$ cat src/rtl/range_tlb_pkg.sv
package range_tlb_pkg;
  localparam int unsigned VA_W_D    = 32;
  localparam int unsigned PA_W_D    = 40;
  localparam int unsigned PG_W_D    = 12;
  localparam int unsigned GRP_W_D   = 4;
  localparam int unsigned ATTR_W_D  = 4;
  localparam int unsigned ENTRIES_D = 8;

  typedef enum logic [1:0] {
    OP_IDLE,
    OP_FILL,
    OP_INV_ADDR,
    OP_INV_ALL
  } tlb_op_e;
endpackage

$ cat src/rtl/tlb_range_cmp.sv
// Entry vs probe compare; group range if either side is grouped.
module tlb_range_cmp #(
  parameter int unsigned VPN_W = 20,
  parameter int unsigned GRP_W = 4
) (
  input  logic             ent_valid_i,
  input  logic             ent_grp_i,
  input  logic [VPN_W-1:0] ent_vpn_i,
  input  logic             probe_grp_i,
  input  logic [VPN_W-1:0] probe_vpn_i,
  output logic             hit_o
);
  logic hi_eq, lo_eq;
  assign hi_eq = ent_vpn_i[VPN_W-1:GRP_W] == probe_vpn_i[VPN_W-1:GRP_W];
  assign lo_eq = ent_vpn_i[GRP_W-1:0] == probe_vpn_i[GRP_W-1:0];
  assign hit_o = ent_valid_i && hi_eq && (ent_grp_i || probe_grp_i || lo_eq);
endmodule

$ cat src/rtl/tlb_victim_pick.sv
// First free slot searching upward from ptr_i; ptr_i if none free.
module tlb_victim_pick #(
  parameter int unsigned N     = 8,
  parameter int unsigned IDX_W = $clog2(N)
) (
  input  logic [N-1:0]     free_i,
  input  logic [IDX_W-1:0] ptr_i,
  output logic [IDX_W-1:0] idx_o
);
  logic found;
  always_comb begin
    idx_o = ptr_i;
    found = 1'b0;
    for (int k = 0; k < int'(N); k++) begin
      if (!found && free_i[(int'(ptr_i) + k) % int'(N)]) begin
        idx_o = IDX_W'((int'(ptr_i) + k) % int'(N));
        found = 1'b1;
      end
    end
  end
endmodule

$ cat src/rtl/range_tlb.sv
module range_tlb
  import range_tlb_pkg::*;
#(
  parameter int unsigned VA_W   = VA_W_D,
  parameter int unsigned PA_W   = PA_W_D,
  parameter int unsigned PG_W   = PG_W_D,
  parameter int unsigned GRP_W  = GRP_W_D,
  parameter int unsigned ATTR_W = ATTR_W_D,
  parameter int unsigned N      = ENTRIES_D
) (
  input  logic                 clk_i,
  input  logic                 rst_ni,
  input  logic                 coalesce_en_i,
  input  logic                 lk_req_i,
  input  logic [VA_W-1:0]      lk_va_i,
  input  logic                 fill_i,
  input  logic [VA_W-PG_W-1:0] fill_vpn_i,
  input  logic [PA_W-PG_W-1:0] fill_ppn_i,
  input  logic [ATTR_W-1:0]    fill_attr_i,
  input  logic                 fill_hint_i,
  input  logic                 inv_addr_i,
  input  logic [VA_W-PG_W-1:0] inv_vpn_i,
  input  logic                 inv_all_i,
  output logic                 lk_hit_o,
  output logic [PA_W-1:0]      lk_pa_o,
  output logic [ATTR_W-1:0]    lk_attr_o
);
  localparam int unsigned VPN_W = VA_W - PG_W;
  localparam int unsigned PPN_W = PA_W - PG_W;
  localparam int unsigned IDX_W = $clog2(N);

  logic [N-1:0]      valid_q, grp_q;
  logic [VPN_W-1:0]  vpn_q  [N];
  logic [PPN_W-1:0]  ppn_q  [N];
  logic [ATTR_W-1:0] attr_q [N];
  logic [IDX_W-1:0]  ptr_q, victim;

  logic [N-1:0] match_lk, match_inv, ovl;
  logic [VPN_W-1:0] lk_vpn;
  logic fill_grp, inv_any;
  tlb_op_e op;

  assign lk_vpn   = lk_va_i[VA_W-1:PG_W];
  assign fill_grp = fill_hint_i & coalesce_en_i;
  assign inv_any  = inv_addr_i | inv_all_i;

  always_comb begin
    if (inv_all_i)       op = OP_INV_ALL;
    else if (inv_addr_i) op = OP_INV_ADDR;
    else if (fill_i)     op = OP_FILL;
    else                 op = OP_IDLE;
  end

  for (genvar e = 0; e < N; e++) begin : g_ent
    tlb_range_cmp #(.VPN_W(VPN_W), .GRP_W(GRP_W)) u_lk (
      .ent_valid_i(valid_q[e]), .ent_grp_i(grp_q[e]), .ent_vpn_i(vpn_q[e]),
      .probe_grp_i(1'b0), .probe_vpn_i(lk_vpn), .hit_o(match_lk[e]));
    tlb_range_cmp #(.VPN_W(VPN_W), .GRP_W(GRP_W)) u_inv (
      .ent_valid_i(valid_q[e]), .ent_grp_i(grp_q[e]), .ent_vpn_i(vpn_q[e]),
      .probe_grp_i(1'b0), .probe_vpn_i(inv_vpn_i), .hit_o(match_inv[e]));
    tlb_range_cmp #(.VPN_W(VPN_W), .GRP_W(GRP_W)) u_ovl (
      .ent_valid_i(valid_q[e]), .ent_grp_i(grp_q[e]), .ent_vpn_i(vpn_q[e]),
      .probe_grp_i(fill_grp), .probe_vpn_i(fill_vpn_i), .hit_o(ovl[e]));
  end

  tlb_victim_pick #(.N(N), .IDX_W(IDX_W)) u_pick (
    .free_i(~valid_q | ovl), .ptr_i(ptr_q), .idx_o(victim));

  always_ff @(posedge clk_i or negedge rst_ni) begin
    if (!rst_ni) begin
      valid_q <= '0;
      grp_q   <= '0;
      ptr_q   <= '0;
      for (int e = 0; e < int'(N); e++) begin
        vpn_q[e]  <= '0;
        ppn_q[e]  <= '0;
        attr_q[e] <= '0;
      end
    end else begin
      unique case (op)
        OP_INV_ALL:  valid_q <= '0;
        OP_INV_ADDR: valid_q <= valid_q & ~match_inv;
        OP_FILL: begin
          valid_q         <= (valid_q & ~ovl) | (N'(1) << victim);
          grp_q[victim]   <= fill_grp;
          vpn_q[victim]   <= fill_vpn_i;
          ppn_q[victim]   <= fill_ppn_i;
          attr_q[victim]  <= fill_attr_i;
          ptr_q <= (victim == IDX_W'(N - 1)) ? '0 : victim + IDX_W'(1);
        end
        default: ;
      endcase
    end
  end

  // Lookup mux: match vector is one-hot by construction of fills.
  logic [PPN_W-1:0]  sel_ppn, pa_ppn;
  logic [ATTR_W-1:0] sel_attr;
  logic              sel_grp, hit_d;
  always_comb begin
    sel_ppn  = '0;
    sel_attr = '0;
    sel_grp  = 1'b0;
    for (int e = 0; e < int'(N); e++) begin
      if (match_lk[e]) begin
        sel_ppn  = sel_ppn | ppn_q[e];
        sel_attr = sel_attr | attr_q[e];
        sel_grp  = sel_grp | grp_q[e];
      end
    end
  end
  assign pa_ppn = sel_grp ? {sel_ppn[PPN_W-1:GRP_W], lk_vpn[GRP_W-1:0]} : sel_ppn;
  assign hit_d  = lk_req_i && (|match_lk) && !inv_any;

  always_ff @(posedge clk_i or negedge rst_ni) begin
    if (!rst_ni) begin
      lk_hit_o  <= 1'b0;
      lk_pa_o   <= '0;
      lk_attr_o <= '0;
    end else begin
      lk_hit_o  <= hit_d;
      lk_pa_o   <= hit_d ? {pa_ppn, lk_va_i[PG_W-1:0]} : '0;
      lk_attr_o <= hit_d ? sel_attr : '0;
    end
  end
endmodule

$ cat config.mk
export PLATFORM = sky130hd
export DESIGN_NAME = range_tlb
export DESIGN_NICKNAME = d
export VERILOG_FILES = /design/src/rtl/range_tlb_pkg.sv /design/src/rtl/tlb_range_cmp.sv /design/src/rtl/tlb_victim_pick.sv /design/src/rtl/range_tlb.sv
export SDC_FILE = /design/constraint.sdc
export NUM_CORES = 1
export LEC_CHECK = 0
export BUFFER_PORTS_ARGS = -buffer_cell sky130_fd_sc_hd__buf_2
export CAP_MARGIN = 20
export CORE_UTILIZATION = 45
export DETAILED_ROUTE_END_ITERATION = 10
export GPL_TIMING_DRIVEN = 0
export PLACE_DENSITY = 0.63
export SYNTH_ARGS = -nofsm -noshare
export SYNTH_HDL_FRONTEND = slang
export SYNTH_SLANG_ARGS = --single-unit
export TNS_END_PERCENT = 20
$ cat constraint.sdc
create_clock -name clk_i -period 5.1 [get_ports clk_i]
set_input_delay 0.765 -clock clk_i [delete_from_list [all_inputs] [get_ports clk_i]]
set_output_delay 0.765 -clock clk_i [all_outputs]
set_load 0.005 [all_outputs]
==> impl_metrics.toml <==
[run_status]
outcome = "complete, no violations"

[clock_network]
cts.sinks = 480
hold_buffers = 0
clock_insertion_delay_worst_skew_ns = 0.63
cts_tree = "done"
cts-htree-levels = 2
cts_made_buffers = 54
maximum_buffer_depth_of_the_clock_tree = 3
cts-root-buf = "sky130_fd_sc_hd__clkbuf_16"
cts.clk_slew.worst_paths_ns = 0.06

[power]
vdd_ir_drop_max_mv = 0.3441
pwr_density_cell_nw_per_um2 = 539.3
leakagePower_nw = 13.34

[setup_path]
cp_data_required_time_ns = 5.59
crit_path_top_delay_cell = "sky130_fd_sc_hd__dfrtp_1"
critPathTopFamily = "simple AND/OR/NAND/NOR gates"
worst_ep_arrival_ns = 5.50
crit_chain = "xor2_1 -> nor4_2 -> nand4_1 -> o21a_1 -> mux2_2 -> mux2_2 -> a32oi_1 -> mux2_2 -> nor4_4 -> or2_0 -> buf_2 -> nand4_4 -> buf_2 -> mux2_1"
crit_path_start_kind = "flop"
timing.critical_path.to_type = "flop"
path_max_fanout = 10
crit_path_max_incr_delay_ns = 0.47
cp_num_buf_inv = 2
critical-path-top-cell-by-count = "sky130_fd_sc_hd__mux2_2"
critPathKind = "flop to flop"

[detailed_routing]
first_pass_iters = 8
avgRoutedWirePerCell_um = 27.41
detail_route.wirelength_mm = 84.75
drt_iter0_drc = 1633
drt.antenna.violating_nets = 0
num_vias = 18352
remaining_drc_errors = 0
vias_per_cell = 5.935

[sta]
final-hold-violation-count = 0
worst_slew_margin_relative_to_its_limit_pct = 22.57
tightest_slew_ns = 1.161
hold_slack_ns = 0.04008
final-setup-viol-count = 0
report.final.slew_viol_count = 0
fin_setup_tns_ns = 0
achievable-frequency_mhz = 199.7
unrepaired_setup_endpoints_after_global_routing = "false"
timing.final.crit_share_pct = 98.19
clock-skew-final_ns = 0.03288
period_needed_ns = 5.008

[grt]
global_route.usage.met3_pct = 5.456
grt-busiest-layer = "met2"
grt.total_usage_pct = 28.53
antenna_found_initial = 9
largest_net_degree_at_the_start_of_global_routing = 119
first_global_vias = 19212
global_route.usage.met2_pct = 46.63
sum_of_overflow_across_all_layers_after_global_routing = 0
gr-usage-met1_pct = 36.26
grt_first_pass_wirelength_mm = 126.5

[synthesis]
postSynth.topFlopCell = "sky130_fd_sc_hd__dfrtp_1"
netlist-cell-type-count = 80
yosysSeqAreaShare_pct = 45.31
yosysWarnings = 0
synth_edf_count = 0
mappedNetlistArea_um2 = 26510
syn_nets = 2231
syn-instance-count = 2108
postSynthRegisterBits = 480
syn-mean-instance-area_um2 = 12.58
async_reset_ff_share_pct = 100.0

[floorplan]
die-width_um = 244.7
core_area_um2 = 57920
row_count = 88
floorplan.die.height_um = 244.7
pin_count = 157
die_area_um2 = 59880
floorplan.initialDensity_pct = 45.77

[placement]
dpl.cell_count = 2981
gp_congestion = 0.9729
dpl-instance-area_um2 = 28180
post-dp-hpwl_mm = 59.60
port-buffer-count = 96

[flow_run]
max_cap_violation_count = 0

[layout]
area_growth_syn_to_layout_pct = 14.59
layout.cells.most_common = "sky130_fd_sc_hd__dfrtp_1"
layout_common_cells = "480 x sky130_fd_sc_hd__dfrtp_1, 266 x sky130_fd_sc_hd__xnor2_1, 216 x sky130_fd_sc_hd__xor2_1"
finalNonFillerCells = 3092
post_layout_utilization_of_the_core_pct = 52.45
final_nets = 2406
postLayoutCellArea_um2 = 30380
post_route_cells_drive_above_1_share_pct = 26.10

[hold_path]
hold_path.class = "input port to asynchronous set/reset pin"
## Yosys cell counts (17+ instances only)
master | number | area share [%]
sky130_fd_sc_hd__nand4_1 | 58 | 1.4
sky130_fd_sc_hd__a22o_1 | 28 | 0.93
sky130_fd_sc_hd__nand2_1 | 41 | 0.58
sky130_fd_sc_hd__nor4_1 | 61 | 1.4
sky130_fd_sc_hd__buf_6 | 30 | 1.3
sky130_fd_sc_hd__a222oi_1 | 33 | 1.2
sky130_fd_sc_hd__nand3_1 | 17 | 0.32
sky130_fd_sc_hd__buf_2 | 32 | 0.60
sky130_fd_sc_hd__mux2_2 | 148 | 6.3
sky130_fd_sc_hd__mux2_4 | 100 | 5.7
sky130_fd_sc_hd__mux2_1 | 188 | 8.0
sky130_fd_sc_hd__a221oi_1 | 32 | 1.1
sky130_fd_sc_hd__a31oi_1 | 38 | 0.90
sky130_fd_sc_hd__dfrtp_1 | 480 | 45
sky130_fd_sc_hd__buf_4 | 25 | 0.71
sky130_fd_sc_hd__o21ai_0 | 23 | 0.43
sky130_fd_sc_hd__xor2_1 | 217 | 7.2
sky130_fd_sc_hd__clkbuf_1 | 74 | 1.0
sky130_fd_sc_hd__nor2_1 | 22 | 0.31
sky130_fd_sc_hd__xnor2_1 | 266 | 8.8
## metal layers
metal | share of wire, % | vias to the layer above | routed length (um)
met3 | 6.5 | 209 | 5471
met2 | 48 | 656 | 40450
li1 | - | 7952 | -
met4 | 5.2 | 18 | 4399
met1 | 41 | 9517 | 34330
met5 | 0.13 | - | 107
## logic make-up (layout without fill, tap and decap cells)
kind of cell    after synthesis  count (layout)  share of synthesized area (%)
fa+ha+maj                    11              11                         0.5192
compound gates              236             236                          7.255
buf+inv                     185             403                          3.984
xor+xnor                    484             484                          16.06
mux                         459             459                          21.16
flops                       480             480                          45.31
other cells                   0               1                              0
simple gates                253             253                          5.706
## final timing paths
kind                                 start  cells past startpoint  slack, ns     endpoint
worst max-delay path             vpn_q[85]                     14       0.09   ppn_q[128]
worst min-delay path                rst_ni                      1       0.04  lk_pa_o[17]
worst max register to register   vpn_q[85]                     14       0.09   ppn_q[128]
worst min register to register    ppn_q[8]                      1       0.49     ppn_q[8]
max in group asynchronous           rst_ni                      3       3.67    vpn_q[41]
min in group clk_i              lk_va_i[8]                      2       0.37   lk_pa_o[8]
## sequential cells by signal, summed over array words and instances, names as in the netlist
register,flops
ptr_q,3
attr_q,32
ppn_q,224
lk_hit_o,1
vpn_q,160
grp_q,8
valid_q,8
lk_attr_o,4
lk_pa_o,40
## stage by stage
step / worst slack, ns / power [mW]
after CTS: 0.0009210 / 16.32
after global placement: -6.266 / 11.80
after detailed placement: -1.117 / 12.07
final: 0.09211 / 16.38
after global routing: 0.001016 / 17.22
after floorplan: 0.6124 / 10.60
## cell type report
class	instances	area (um^2)
clock buffer	76	1615
sequential	480	12010
timing repair buffer	119	772.0
inverter	18	73.82
buffer	167	1018
antenna	1	2.502
fill	5051	27540
tap	765	957.2
clock inverter	23	329.1
multi-input combinational	1443	13600
## power breakdown
group	internal (mW)	leakage [nW]	switching, mW
Sequential	5.45	6.15	1.70
Combinational	2.84	6.24	2.21
Clock	2.52	0.950	1.66
## timing repair
action	4_1_cts	5_1_grt
resized for setup	10	28
setup buffers	4	7
setup endpoints to repair	412	403
pin swaps	3	3
(Power assumes the default switching activity.)
